==> src/rtl/sio8_pkg.sv <==
`timescale 1ns/1ps
package sio8_pkg;
  typedef enum logic [1:0] {
    CS_FAST = 2'b00,
    CS_MID  = 2'b01,
    CS_SLOW = 2'b10,
    CS_EXT  = 2'b11
  } clksel_e;

  localparam int B_GO   = 0;
  localparam int B_MSB  = 1;
  localparam int B_CSL  = 2;
  localparam int B_DOE  = 4;
  localparam int B_CKE  = 5;
  localparam int B_IE   = 6;
  localparam int B_FIN  = 7;
endpackage

==> src/rtl/sio8_clkgen.sv <==
`timescale 1ns/1ps
module sio8_clkgen import sio8_pkg::*; #(
  parameter int DIV_F = 2,
  parameter int DIV_M = 8,
  parameter int DIV_S = 32,
  parameter int SYNC_STAGES = 2
) (
  input  logic    clk,
  input  logic    rst_n,
  input  logic    run,
  input  clksel_e sel,
  input  logic    sck_in,
  output logic    fall_evt,
  output logic    rise_evt,
  output logic    sck_int
);
  localparam int MAXH = DIV_S / 2;
  localparam int CW   = $clog2(MAXH) + 1;

  logic [CW-1:0] hcnt, half_m1;
  logic          sck_q, tick, ext_mode;
  logic [SYNC_STAGES-1:0] sync_q;
  logic          ext_now, ext_prev;

  assign ext_mode = (sel == CS_EXT);

  always_comb begin
    case (sel)
      CS_FAST: half_m1 = CW'(DIV_F / 2 - 1);
      CS_MID:  half_m1 = CW'(DIV_M / 2 - 1);
      CS_SLOW: half_m1 = CW'(DIV_S / 2 - 1);
      default: half_m1 = '0;
    endcase
  end

  assign tick = run && !ext_mode && (hcnt == half_m1);

  always_ff @(posedge clk or negedge rst_n) begin
    if (!rst_n) begin
      hcnt  <= '0;
      sck_q <= 1'b1;
    end else if (!run || ext_mode) begin
      hcnt  <= '0;
      sck_q <= 1'b1;
    end else if (tick) begin
      hcnt  <= '0;
      sck_q <= ~sck_q;
    end else begin
      hcnt  <= hcnt + 1'b1;
    end
  end

  generate
    for (genvar s = 0; s < SYNC_STAGES; s++) begin : g_sync
      always_ff @(posedge clk or negedge rst_n) begin
        if (!rst_n) sync_q[s] <= 1'b1;
        else if (s == 0) sync_q[s] <= sck_in;
        else sync_q[s] <= sync_q[(s == 0) ? 0 : s-1];
      end
    end
  endgenerate

  assign ext_now = sync_q[SYNC_STAGES-1];

  always_ff @(posedge clk or negedge rst_n) begin
    if (!rst_n) ext_prev <= 1'b1;
    else        ext_prev <= ext_now;
  end

  assign fall_evt = ext_mode ? (run && ext_prev && !ext_now) : (tick && sck_q);
  assign rise_evt = ext_mode ? (run && !ext_prev && ext_now) : (tick && !sck_q);
  assign sck_int  = sck_q;

  p_one_edge_r7: assert property (@(posedge clk) disable iff (!rst_n)
    !(fall_evt && rise_evt));
  p_idle_high_r4: assert property (@(posedge clk) disable iff (!rst_n)
    !run |=> sck_int);
endmodule

==> src/rtl/sio8_shifter.sv <==
`timescale 1ns/1ps
module sio8_shifter #(
  parameter int BITS = 8
) (
  input  logic            clk,
  input  logic            rst_n,
  input  logic            load,
  input  logic [BITS-1:0] load_data,
  input  logic            restart,
  input  logic            fall_evt,
  input  logic            rise_evt,
  input  logic            msb_first,
  input  logic            sdi,
  output logic [BITS-1:0] sreg,
  output logic            sdo_bit,
  output logic            last
);
  localparam int CNTW = $clog2(BITS + 1);

  logic [CNTW-1:0] cnt;

  always_ff @(posedge clk or negedge rst_n) begin
    if (!rst_n) sreg <= '0;
    else if (load) sreg <= load_data;
    else if (rise_evt)
      sreg <= msb_first ? {sreg[BITS-2:0], sdi} : {sdi, sreg[BITS-1:1]};
  end

  always_ff @(posedge clk or negedge rst_n) begin
    if (!rst_n) cnt <= '0;
    else if (restart) cnt <= '0;
    else if (rise_evt) cnt <= cnt + 1'b1;
  end

  always_ff @(posedge clk or negedge rst_n) begin
    if (!rst_n) sdo_bit <= 1'b1;
    else if (fall_evt) sdo_bit <= msb_first ? sreg[BITS-1] : sreg[0];
  end

  assign last = rise_evt && (cnt == CNTW'(BITS - 1));

  p_cnt_bound_r1: assert property (@(posedge clk) disable iff (!rst_n)
    cnt <= CNTW'(BITS));
  p_sdo_on_fall_r7: assert property (@(posedge clk) disable iff (!rst_n)
    !fall_evt |=> $stable(sdo_bit));
endmodule

==> src/rtl/sio8_top.sv <==
`timescale 1ns/1ps
module sio8_top import sio8_pkg::*; #(
  parameter int BITS  = 8,
  parameter int DIV_F = 2,
  parameter int DIV_M = 8,
  parameter int DIV_S = 32
) (
  input  logic       clk,
  input  logic       rst_n,
  input  logic       bus_wr,
  input  logic       bus_addr,
  input  logic [7:0] bus_wdata,
  output logic [7:0] bus_rdata,
  input  logic       sck_in,
  output logic       sck_out,
  output logic       sck_oe,
  input  logic       sdi,
  output logic       sdo,
  input  logic       gp_dout,
  output logic       irq
);
  logic    busy_q, fin_q, ie_q, cke_q, doe_q, msb_q;
  clksel_e sel_q;
  logic    ctrl_wr, data_wr, restart, load;
  logic    fall_evt, rise_evt, sck_int, last, sdo_bit;
  logic [BITS-1:0] sreg;

  assign ctrl_wr = bus_wr && !bus_addr;
  assign data_wr = bus_wr &&  bus_addr;
  assign restart = ctrl_wr && bus_wdata[B_GO];
  assign load    = data_wr && !busy_q;

  always_ff @(posedge clk or negedge rst_n) begin
    if (!rst_n) begin
      ie_q  <= 1'b0;
      cke_q <= 1'b0;
      doe_q <= 1'b0;
      msb_q <= 1'b0;
      sel_q <= CS_FAST;
    end else if (ctrl_wr) begin
      ie_q  <= bus_wdata[B_IE];
      cke_q <= bus_wdata[B_CKE];
      doe_q <= bus_wdata[B_DOE];
      msb_q <= bus_wdata[B_MSB];
      sel_q <= clksel_e'(bus_wdata[B_CSL +: 2]);
    end
  end

  always_ff @(posedge clk or negedge rst_n) begin
    if (!rst_n) busy_q <= 1'b0;
    else if (ctrl_wr) busy_q <= bus_wdata[B_GO];
    else if (last) busy_q <= 1'b0;
  end

  always_ff @(posedge clk or negedge rst_n) begin
    if (!rst_n) fin_q <= 1'b0;
    else if (last) fin_q <= 1'b1;
    else if (ctrl_wr && !bus_wdata[B_FIN]) fin_q <= 1'b0;
  end

  sio8_clkgen #(
    .DIV_F(DIV_F), .DIV_M(DIV_M), .DIV_S(DIV_S), .SYNC_STAGES(2)
  ) u_clk (
    .clk(clk), .rst_n(rst_n), .run(busy_q), .sel(sel_q), .sck_in(sck_in),
    .fall_evt(fall_evt), .rise_evt(rise_evt), .sck_int(sck_int)
  );

  sio8_shifter #(.BITS(BITS)) u_shf (
    .clk(clk), .rst_n(rst_n), .load(load), .load_data(bus_wdata[BITS-1:0]),
    .restart(restart), .fall_evt(fall_evt), .rise_evt(rise_evt),
    .msb_first(msb_q), .sdi(sdi), .sreg(sreg), .sdo_bit(sdo_bit), .last(last)
  );

  assign bus_rdata = bus_addr ? 8'(sreg)
                              : {fin_q, ie_q, cke_q, doe_q, sel_q, msb_q, busy_q};
  assign sck_out = sck_int;
  assign sck_oe  = cke_q && (sel_q != CS_EXT);
  assign sdo     = doe_q ? sdo_bit : gp_dout;
  assign irq     = fin_q && ie_q;

  p_fin_ends_busy_r1: assert property (@(posedge clk) disable iff (!rst_n)
    $rose(fin_q) |-> (!busy_q && $past(busy_q)));
  p_fin_w1_noset_r3: assert property (@(posedge clk) disable iff (!rst_n)
    (ctrl_wr && bus_wdata[B_FIN] && !fin_q && !last) |=> !fin_q);
  p_abort_stops_r9: assert property (@(posedge clk) disable iff (!rst_n)
    (ctrl_wr && !bus_wdata[B_GO]) |=> (!busy_q && !fin_q) || $past(bus_wdata[B_FIN]));
  p_busy_write_drop_r11: assert property (@(posedge clk) disable iff (!rst_n)
    (data_wr && busy_q && !rise_evt) |=> $stable(sreg));
endmodule

==> config.mk <==
export PLATFORM = sky130hd
export DESIGN_NAME = sio8_top
export DESIGN_NICKNAME = d
export VERILOG_FILES = /design/src/rtl/sio8_pkg.sv /design/src/rtl/sio8_clkgen.sv /design/src/rtl/sio8_shifter.sv /design/src/rtl/sio8_top.sv
export SDC_FILE = /design/constraint.sdc
export NUM_CORES = 1
export LEC_CHECK = 0
export ABC_AREA = 1
export BUFFER_PORTS_ARGS = -buffer_cell sky130_fd_sc_hd__buf_2
export CAP_MARGIN = 15
export CORE_MARGIN = 2
export CORE_UTILIZATION = 30
export CTS_CLUSTER_DIAMETER = 30
export DETAILED_ROUTE_END_ITERATION = 8
export GPL_TIMING_DRIVEN = 0
export PLACE_DENSITY_LB_ADDON = 0.08
export SKIP_CTS_REPAIR_TIMING = 1
export SLEW_MARGIN = 15
export SYNTH_ARGS = -nofsm -noshare
export SYNTH_HDL_FRONTEND = slang
export SYNTH_SLANG_ARGS = --single-unit
==> constraint.sdc <==
create_clock -name clk -period 3.85 [get_ports clk]
set_input_delay 0.9625 -clock clk [delete_from_list [all_inputs] [get_ports clk]]
set_output_delay 0.9625 -clock clk [all_outputs]
set_load 0.05 [all_outputs]
==> results of run 1 <==
-- metrics by stage --
stage / std cells / worst slack, ns / util [%]
floorplan: 214 / 0.600 / -
global placement: 311 / 1.11 / 34.8
detailed placement: 311 / 1.12 / 34.8
CTS: 319 / 1.12 / 36.8
global route: 319 / 1.06 / 36.8
finish: 319 / 1.15 / 36.8
-- flip-flops by register name (all words and copies together) (netlist names) --
signal and cells:
fin_q 1, u_clk.hcnt 5, doe_q 1, u_clk.sync_q 1, ie_q 1, u_clk.ext_prev 1
sel_q 2, busy_q 1, u_clk.sck_int 1, u_clk.ext_now 1, u_shf.sdo_bit 1, msb_q 1
u_shf.sreg 8, cke_q 1, u_shf.cnt 4
-- synthesized netlist by cell type (4+ instances only) --
library cell | n | area [um^2]
nand2_1 | 60 | 225
dfrtp_1 | 25 | 626
inv_1 | 22 | 82.6
o21ai_0 | 16 | 80.1
nor2_1 | 14 | 52.6
nand4_1 | 13 | 81.3
nand3_1 | 10 | 50.1
o211ai_1 | 7 | 52.6
o21ai_1 | 6 | 30.0
dfstp_2 | 5 | 131
inv_2 | 5 | 18.8
buf_2 | 4 | 20.0
ha_1 | 4 | 50.1
xor2_1 | 4 | 35.0
-- worst max path at each step --
stage                   from      endpoint  cells after the start
finish              bus_addr  bus_rdata[6]                      4
global route        bus_addr  bus_rdata[6]                      4
CTS                 bus_addr  bus_rdata[6]                      4
detailed placement  bus_addr  bus_rdata[6]                      4
global placement    bus_addr  bus_rdata[6]                      4
floorplan           bus_addr  bus_rdata[4]                      3
-- report_power, final --
group / switching, mW / internal [mW]
clock: 0.126 / 0.181
sequential: 0.0629 / 0.389
combinational: 0.269 / 0.122
-- cell families after synthesis --
group,Yosys count,share of synthesized area (%)
AND/OR/NAND/NOR,107,30.1
buffers and inverters,35,8.68
AO/OA/AOI/OAI,32,10.6
flip-flops,30,44.5
XOR/XNOR,5,2.57
adder cells (fa/ha/maj),4,2.94
multiplexers,1,0.662
-- worst reg2reg max path, delay by kind of cell (launching register included) --
family / cells / cell delay, ns
fa+ha+maj: 1 / 0.32
flops: 1 / 0.38
buf+inv: 2 / 0.14
simple gates: 7 / 0.70
-- area by class of cell --
type	instances	area [um^2]
fillers	580	3480
multi-input cells	149	797
flip-flops and latches	30	757
repair buffers	25	125
clock buffers	8	110
inverters	27	101
well taps	72	90.1
plain buffers	8	46.3
-- metal layers --
layer | vias up | global-route usage, % | wire length [um]
li1 | 762 | - | -
met1 | 702 | 20.2 | 2030
met2 | 23 | 24.1 | 1990
met3 | 6 | 3.98 | 147
met4 | 0 | 5.17 | 61
met5 | - | 0 | 0
==> flow_metrics.env, run 1 <==
export IMPL_status="finished clean"
export IMPL_grt_setup_unrepaired="false"
export IMPL_via_per_inst=4.68
export IMPL_clock_fmax_mhz=370
export IMPL_cts_buffers=5
export IMPL_syn_nets=233
export IMPL_critPathMaxStageDelay_ns=0.31
export IMPL_maxSlewHeadroom_pct=53.2
export IMPL_worstHoldStart="u_clk.sync_q[0]"
export IMPL_seq_area_frac_synth_pct=44.5
export IMPL_critPathSlowestCell="buf_2"
export IMPL_hpwlAfterDp_um=3130
export IMPL_holdPathStages=0
export IMPL_fin_crit_ns=2.70
export IMPL_insertion_delay_ns=0.29
export IMPL_areaGrowthSynthToFinish_pct=19.1
export IMPL_wire_per_inst_um=13.2
export IMPL_grt_pass1_vias=1449
export IMPL_drive_above_1_share_pct=23.5
export IMPL_rr_startpoint="sel_q[0]"
export IMPL_place_area_mm2=0.00192
export IMPL_final_common_cell="nand2_1"
export IMPL_drt_pass1_iterations=4
export IMPL_worstPathRequired_ns=2.89
export IMPL_path_buf_inv=3
export IMPL_fin_setup_tns_ns=0
export IMPL_cp_start_kind="input pin"
export IMPL_drt_iter0_drc=80
export IMPL_cts_tree="built"
export IMPL_tightest_slew_ns=0.702
export IMPL_gp_congestion=0.790
export IMPL_htreeDepth=2
export IMPL_synth_distinct_cells=29
export IMPL_cp_max_fo=10
export IMPL_total_leakage_power_nw=1.06
export IMPL_design_area_mm2=0.00203
export IMPL_hold_class="reg -> reg"
export IMPL_drc_errors=0
export IMPL_p_per_area_mw_per_mm2=567
export IMPL_avgSynthCellArea_um2=7.95
export IMPL_hold_violations=0
export IMPL_ctsLongestPathBuffers=2
export IMPL_final_min_period_over_clock_period_pct=70.2
export IMPL_start_util_pct=30.9
export IMPL_cts_root_buf="clkbuf_8"
export IMPL_maxSlewViolCount=0
export IMPL_nets=265
export IMPL_drt_total_wl_um=4220
export IMPL_crit_arrival_ns=1.74
export IMPL_ir_drop_v=0.000138
export IMPL_yosys_most_used_dff="dfrtp_1"
export IMPL_synth_yosys_warnings=0
export IMPL_rows=27
export IMPL_path_clk_slew_ns=0.07
export IMPL_grt_usage_pct=15.2
export IMPL_p_total_mw=1.15
export IMPL_netlist_area_mm2=0.00170
export IMPL_endpoint_kind="output port"
export IMPL_dr_total_vias=1493
export IMPL_clock_skew_ns=0.00553
export IMPL_grt_overflow=0
export IMPL_port_buffers=25
export IMPL_synth_seq_cells=30
export IMPL_die_width_um=79.3
export IMPL_finalSetupViolations=0
export IMPL_die_area_mm2=0.00629
export IMPL_cp_top_family="buffers and inverters"
export IMPL_r2r_setup_slack_ns=2.19
export IMPL_mostFrequentLayoutCells="nand2_1 (60), buf_2 (29), dfrtp_1 (25), inv_1 (22), o21ai_0 (16)"
export IMPL_antenna_found_initial=0
export IMPL_ios=27
export IMPL_crit_chain="buf_4, inv_2, o21ai_0, buf_2"
export IMPL_cts_num_sinks=30
export IMPL_r2r_cells=10
export IMPL_whs_endpoint="u_clk.ext_now"
export IMPL_num_antenna_cells=0
export IMPL_grt_max_degree=31
export IMPL_r2r_end="busy_q"
export IMPL_synthCells=214
export IMPL_die_y_um=79.3
export IMPL_drv_cap=0
export IMPL_path_class="in -> out"
export IMPL_core_mm2=0.00551
export IMPL_synth_edf_count=0
export IMPL_grt_pass1_wl_um=7250
export IMPL_ys_async_sr_fraction_pct=100
export IMPL_ant_nets=0
export IMPL_whs_ns=0.358
Power figures use the tool's default switching activity.
==> run 2: changes to the inputs <==
- ABC_AREA: 1 -> 0
- clock period: 3.85 -> 2.7 ns (I/O delays scaled with it)
==> flow_metrics.env, run 2 <==
export IMPL_critPathSlowestCell="mux2_2"
export IMPL_drt_pass1_iterations=4
export IMPL_tightest_slew_ns=0.711
export IMPL_maxSlewHeadroom_pct=52.6
export IMPL_synth_seq_cells=30
export IMPL_maxSlewViolCount=0
export IMPL_grt_overflow=0
export IMPL_place_inst=273
export IMPL_port_buffers=24
export IMPL_cts_buffers=5
export IMPL_avgSynthCellArea_um2=9.95
export IMPL_via_per_inst=5.41
export IMPL_cts_num_sinks=30
export IMPL_dr_total_vias=1519
export IMPL_syn_nets=196
export IMPL_rows=27
export IMPL_hpwlAfterDp_um=3410
export IMPL_cts_tree="built"
export IMPL_synth_edf_count=0
export IMPL_synthTopCellsByArea="dfrtp_1 (36%), dfstp_2 (7.5%), mux2_2 (7.0%)"
export IMPL_crit_arrival_ns=1.83
export IMPL_ir_drop_v=0.000344
export IMPL_finalSetupViolations=0
export IMPL_seq_area_frac_synth_pct=43.0
export IMPL_ant_nets=0
export IMPL_yosys_most_used_dff="dfrtp_1"
export IMPL_synth_largest_area_cell="dfrtp_1"
export IMPL_areaGrowthSynthToFinish_pct=17.2
export IMPL_synthMostInstantiatedCell="nand2_1"
export IMPL_path_clk_slew_ns=0.06
export IMPL_yosys_top_cells_count="nand2_1 (28), dfrtp_1 (25), mux2_2 (11)"
export IMPL_multi_input_area_um2=965
export IMPL_cts_root_buf="clkbuf_8"
export IMPL_grt_max_degree=31
export IMPL_total_leakage_power_nw=0.915
export IMPL_die_area_mm2=0.00650
export IMPL_insertion_delay_ns=0.29
export IMPL_netlist_area_mm2=0.00176
export IMPL_die_y_um=80.6
export IMPL_path_class="in -> out"
export IMPL_drt_iter0_drc=161
export IMPL_nFillCells=585
export IMPL_clock_skew_ns=0.0109
export IMPL_start_util_pct=31.6
export IMPL_post_route_util_pct=37.0
export IMPL_max_flop_register="u_shf.sreg"
export IMPL_netlist_area_leader_share_pct=35.5
export IMPL_r2r_setup_slack_ns=0.74
export IMPL_ios=27
export IMPL_fin_crit_ns=2.51
export IMPL_drive_above_1_share_pct=26.3
export IMPL_grt_pass1_vias=1473
export IMPL_critPathMaxStageDelay_ns=0.38
export IMPL_cp_start_kind="input pin"
export IMPL_clock_fmax_mhz=399
export IMPL_drt_total_wl_um=4660
export IMPL_cp_max_fo=10
export IMPL_grt_setup_unrepaired="false"
export IMPL_synthCells=177
export IMPL_hold_class="reg -> reg"
export IMPL_synth_distinct_cells=40
export IMPL_ctsLongestPathBuffers=2
export IMPL_fin_setup_tns_ns=0
export IMPL_gp_congestion=0.802
export IMPL_core_mm2=0.00557
export IMPL_seq_area_um2=757
export IMPL_synth_yosys_warnings=0
export IMPL_stdcell_count=281
export IMPL_endpoint_kind="output port"
export IMPL_crit_chain="clkbuf_1, clkbuf_2, mux2_2, buf_2"
export IMPL_final_common_cell="nand2_1"
export IMPL_hold_violations=0
export IMPL_top_regs="u_shf.sreg: 8 flops, u_clk.hcnt: 5 flops, u_shf.cnt: 4 flops"
export IMPL_ys_async_sr_fraction_pct=100
export IMPL_die_width_um=80.6
export IMPL_wire_per_inst_um=16.6
export IMPL_htreeDepth=2
export IMPL_nets=227
export IMPL_worstPathRequired_ns=2.03
export IMPL_p_per_area_mw_per_mm2=916
export IMPL_final_min_period_over_clock_period_pct=92.9
export IMPL_num_antenna_cells=0
export IMPL_mostFrequentLayoutCells="nand2_1 (28), buf_2 (25), dfrtp_1 (25), mux2_2 (11), o21ai_0 (10)"
export IMPL_antenna_found_initial=0
export IMPL_largest_reg_flops=8
export IMPL_status="finished clean"
export IMPL_grt_usage_pct=15.8
export IMPL_drc_errors=0
export IMPL_drv_cap=0
export IMPL_grt_pass1_wl_um=7740
run 2: final timing paths:
check                           startpoint       endpoint  cells after the start
max in group asynchronous            rst_n  u_clk.hcnt[1]                      1
min in group asynchronous            rst_n         busy_q                      1
max reg2reg                       sel_q[0]  u_shf.sreg[7]                      6
min                        u_clk.sync_q[0]  u_clk.ext_now                      0
max                               bus_addr   bus_rdata[7]                      4
min reg2reg                u_clk.sync_q[0]  u_clk.ext_now                      0
run 2: cells by family (layout without fill, tap and decap cells):
kind of cell               after synthesis  in the layout  share of synthesized area, %
AOI/OAI and AO/OA                       44             44                          18.3
DFF                                     30             30                          43.0
buffers and inverters                   10             42                          2.27
muxes                                   19             19                          11.6
adders and majority gates                4              4                          2.84
xor gates and xnor gates                 4              4                          1.99
and+or+nand+nor                         66             66                          20.0
run 2: power by group:
group          internal (mW)  switching, mW
sequential             0.587          0.156
clock                  0.205          0.174
combinational          0.295          0.474
run 2: per-stage QoR:
step | cell area [um^2] | setup slack, ns | total power [mW] | hold WS [ns]
3_3_place_gp | 1970 | 0.0622 | 1.50 | 0.351
6_report | 2060 | 0.192 | 1.89 | 0.364
4_1_cts | 2060 | 0.0292 | 1.90 | 0.367
5_1_grt | 2060 | 0.124 | 2.03 | 0.368
3_5_place_dp | 1970 | 0.0358 | 1.52 | 0.352
2_1_floorplan | 1760 | -0.141 | 1.31 | 0.345
run 2: final cells by class:
type,count,share of cell area (%)
Sequential cell,30,36.7
Multi-Input combinational cell,137,46.7
Timing Repair Buffer,24,5.82
Clock inverter,1,0.242
Buffer,8,1.64
Tap cell,72,4.36
Clock buffer,7,4.18
Inverter,2,0.364
run 2: metal layers:
layer / global-route usage (%) / part of all wire [%] / vias up
met5: 0 / 0 / -
met4: 4.58 / 1.3 / 0
met1: 22.8 / 49 / 744
met2: 23.2 / 43 / 43
met3: 4.16 / 6.0 / 7
li1: - / - / 725
run 2: critical path, delay by kind of cell:
family | cells | cell delay (ns)
buffers and inverters | 3 | 0.77
multiplexers | 1 | 0.38
==> run 3: changes to the inputs <==
- clock period: 2.7 -> 2.1 ns (I/O delays scaled with it)
==> flow_metrics.env, run 3 (synthesized netlist as in run 2, its figures left out) <==
export IMPL_clock_skew_ns=0.00539
export IMPL_hpwlAfterDp_um=3350
export IMPL_path_buf_inv=3
export IMPL_stdcell_count=284
export IMPL_worstPathRequired_ns=1.57
export IMPL_seqPwrFrac_pct=38.6
export IMPL_cp_top_family="buffers and inverters"
export IMPL_hold_class="in -> async"
export IMPL_clkPwrFrac_pct=21.7
export IMPL_cp_max_fo=10
export IMPL_maxSlewHeadroom_pct=53.2
export IMPL_drt_iter0_drc=136
export IMPL_drv_cap=0
export IMPL_gp_congestion=0.804
export IMPL_cts_buffers=5
export IMPL_path_clk_slew_ns=0.07
export IMPL_p_per_area_mw_per_mm2=1190
export IMPL_htreeDepth=2
export IMPL_cts_root_buf="clkbuf_8"
export IMPL_tightest_slew_ns=0.702
export IMPL_finalSetupViolations=0
export IMPL_final_common_cell="nand2_1"
export IMPL_mostFrequentLayoutCells="nand2_1 (28), buf_2 (25), dfrtp_1 (25), mux2_2 (11)"
export IMPL_largest_reg_flops=8
export IMPL_cts_tree="built"
export IMPL_critPathSlowestCell="mux2_2"
export IMPL_setup_slack_ns=0.0554
export IMPL_cp_start_kind="input pin"
export IMPL_port_buffers=24
export IMPL_ir_drop_v=0.000508
export IMPL_swShare_pct=40.9
export IMPL_grt_overflow=0
export IMPL_power_switching_mw=1.03
export IMPL_drc_errors=0
export IMPL_clock_fmax_mhz=489
export IMPL_crit_arrival_ns=1.52
export IMPL_insertion_delay_ns=0.28
export IMPL_status="finished clean"
export IMPL_areaGrowthSynthToFinish_pct=20.5
export IMPL_r2r_setup_slack_ns=0.08
export IMPL_drt_total_wl_um=4610
export IMPL_post_route_util_pct=38.1
export IMPL_maxSlewViolCount=0
export IMPL_ios=27
export IMPL_max_flop_register="u_shf.sreg"
export IMPL_die_y_um=80.6
export IMPL_place_area_mm2=0.00197
export IMPL_die_area_mm2=0.00650
export IMPL_grt_max_degree=31
export IMPL_cts_num_sinks=30
export IMPL_crit_chain="clkbuf_2, clkbuf_4, mux2_2, buf_2"
export IMPL_design_area_mm2=0.00212
export IMPL_nets=230
export IMPL_wire_per_inst_um=16.2
export IMPL_place_inst=273
export IMPL_grt_pass1_vias=1547
export IMPL_grt_usage_pct=15.9
export IMPL_total_leakage_power_nw=0.947
export IMPL_num_antenna_cells=0
export IMPL_die_width_um=80.6
export IMPL_drive_above_1_share_pct=29.2
export IMPL_rows=27
export IMPL_critPathMaxStageDelay_ns=0.35
export IMPL_dr_total_vias=1483
export IMPL_path_class="in -> out"
export IMPL_fin_crit_ns=2.04
export IMPL_antenna_found_initial=0
export IMPL_via_per_inst=5.22
export IMPL_top_regs="u_shf.sreg: 8 flops, u_clk.hcnt: 5 flops, u_shf.cnt: 4 flops"
export IMPL_ant_nets=0
export IMPL_power_frac_comb_pct=39.7
export IMPL_hold_violations=0
export IMPL_startpoint="bus_addr"
export IMPL_power_internal_mw=1.49
export IMPL_rr_startpoint="sel_q[0]"
export IMPL_grt_pass1_wl_um=7760
export IMPL_final_min_period_over_clock_period_pct=97.4
export IMPL_core_mm2=0.00557
export IMPL_start_util_pct=31.6
export IMPL_dp_slack_ns=-0.330
export IMPL_ctsLongestPathBuffers=2
export IMPL_drt_pass1_iterations=4
export IMPL_endpoint_kind="output port"
## run 3: metal layers
layer,up-vias,GRT usage (%),part of all wire (%)
li1,729,-,-
met5,-,0,0
met4,0,4.92,0.93
met1,720,22.8,50
met2,29,23.1,44
met3,5,4.16,4.6
## run 3: final cells by class
type	count	area, um^2
timing repair buffer	28	150
fill	591	3450
tap	72	90.1
clock buffer	8	110
inverter	2	11.3
sequential	30	757
multi-input combinational	137	971
buffer	7	33.8
## run 3: path summary, 6_finish.rpt
kind,endpoint,cells past startpoint
worst max-delay path,bus_rdata[3],4
worst min-delay path,u_clk.hcnt[1],1
worst max register to register,u_shf.sreg[0],6
worst min register to register,u_clk.ext_now,0
max in group asynchronous,u_shf.cnt[3],1
min in group clk,u_clk.sync_q[0],1
## run 3: per-stage QoR
stage                     power [mW]  setup TNS [ns]  hold slack, ns
final                           2.52               0           0.294
after global routing            2.71         -0.0646           0.332
after CTS                       2.51           -2.39           0.323
after detailed placement        1.95           -2.35           0.347
after global placement          1.93           -2.01           0.351
after floorplan                 1.68          -0.130           0.229
## run 3: power by group through the flow
stage | clock [mW] | combinational, mW | sequential [mW]
2_1_floorplan | 0 | 0.758 | 0.922
3_3_place_gp | 0 | 0.978 | 0.952
3_5_place_dp | 0 | 0.987 | 0.960
4_1_cts | 0.568 | 0.990 | 0.951
5_1_grt | 0.601 | 1.10 | 1.01
6_report | 0.547 | 1.00 | 0.971
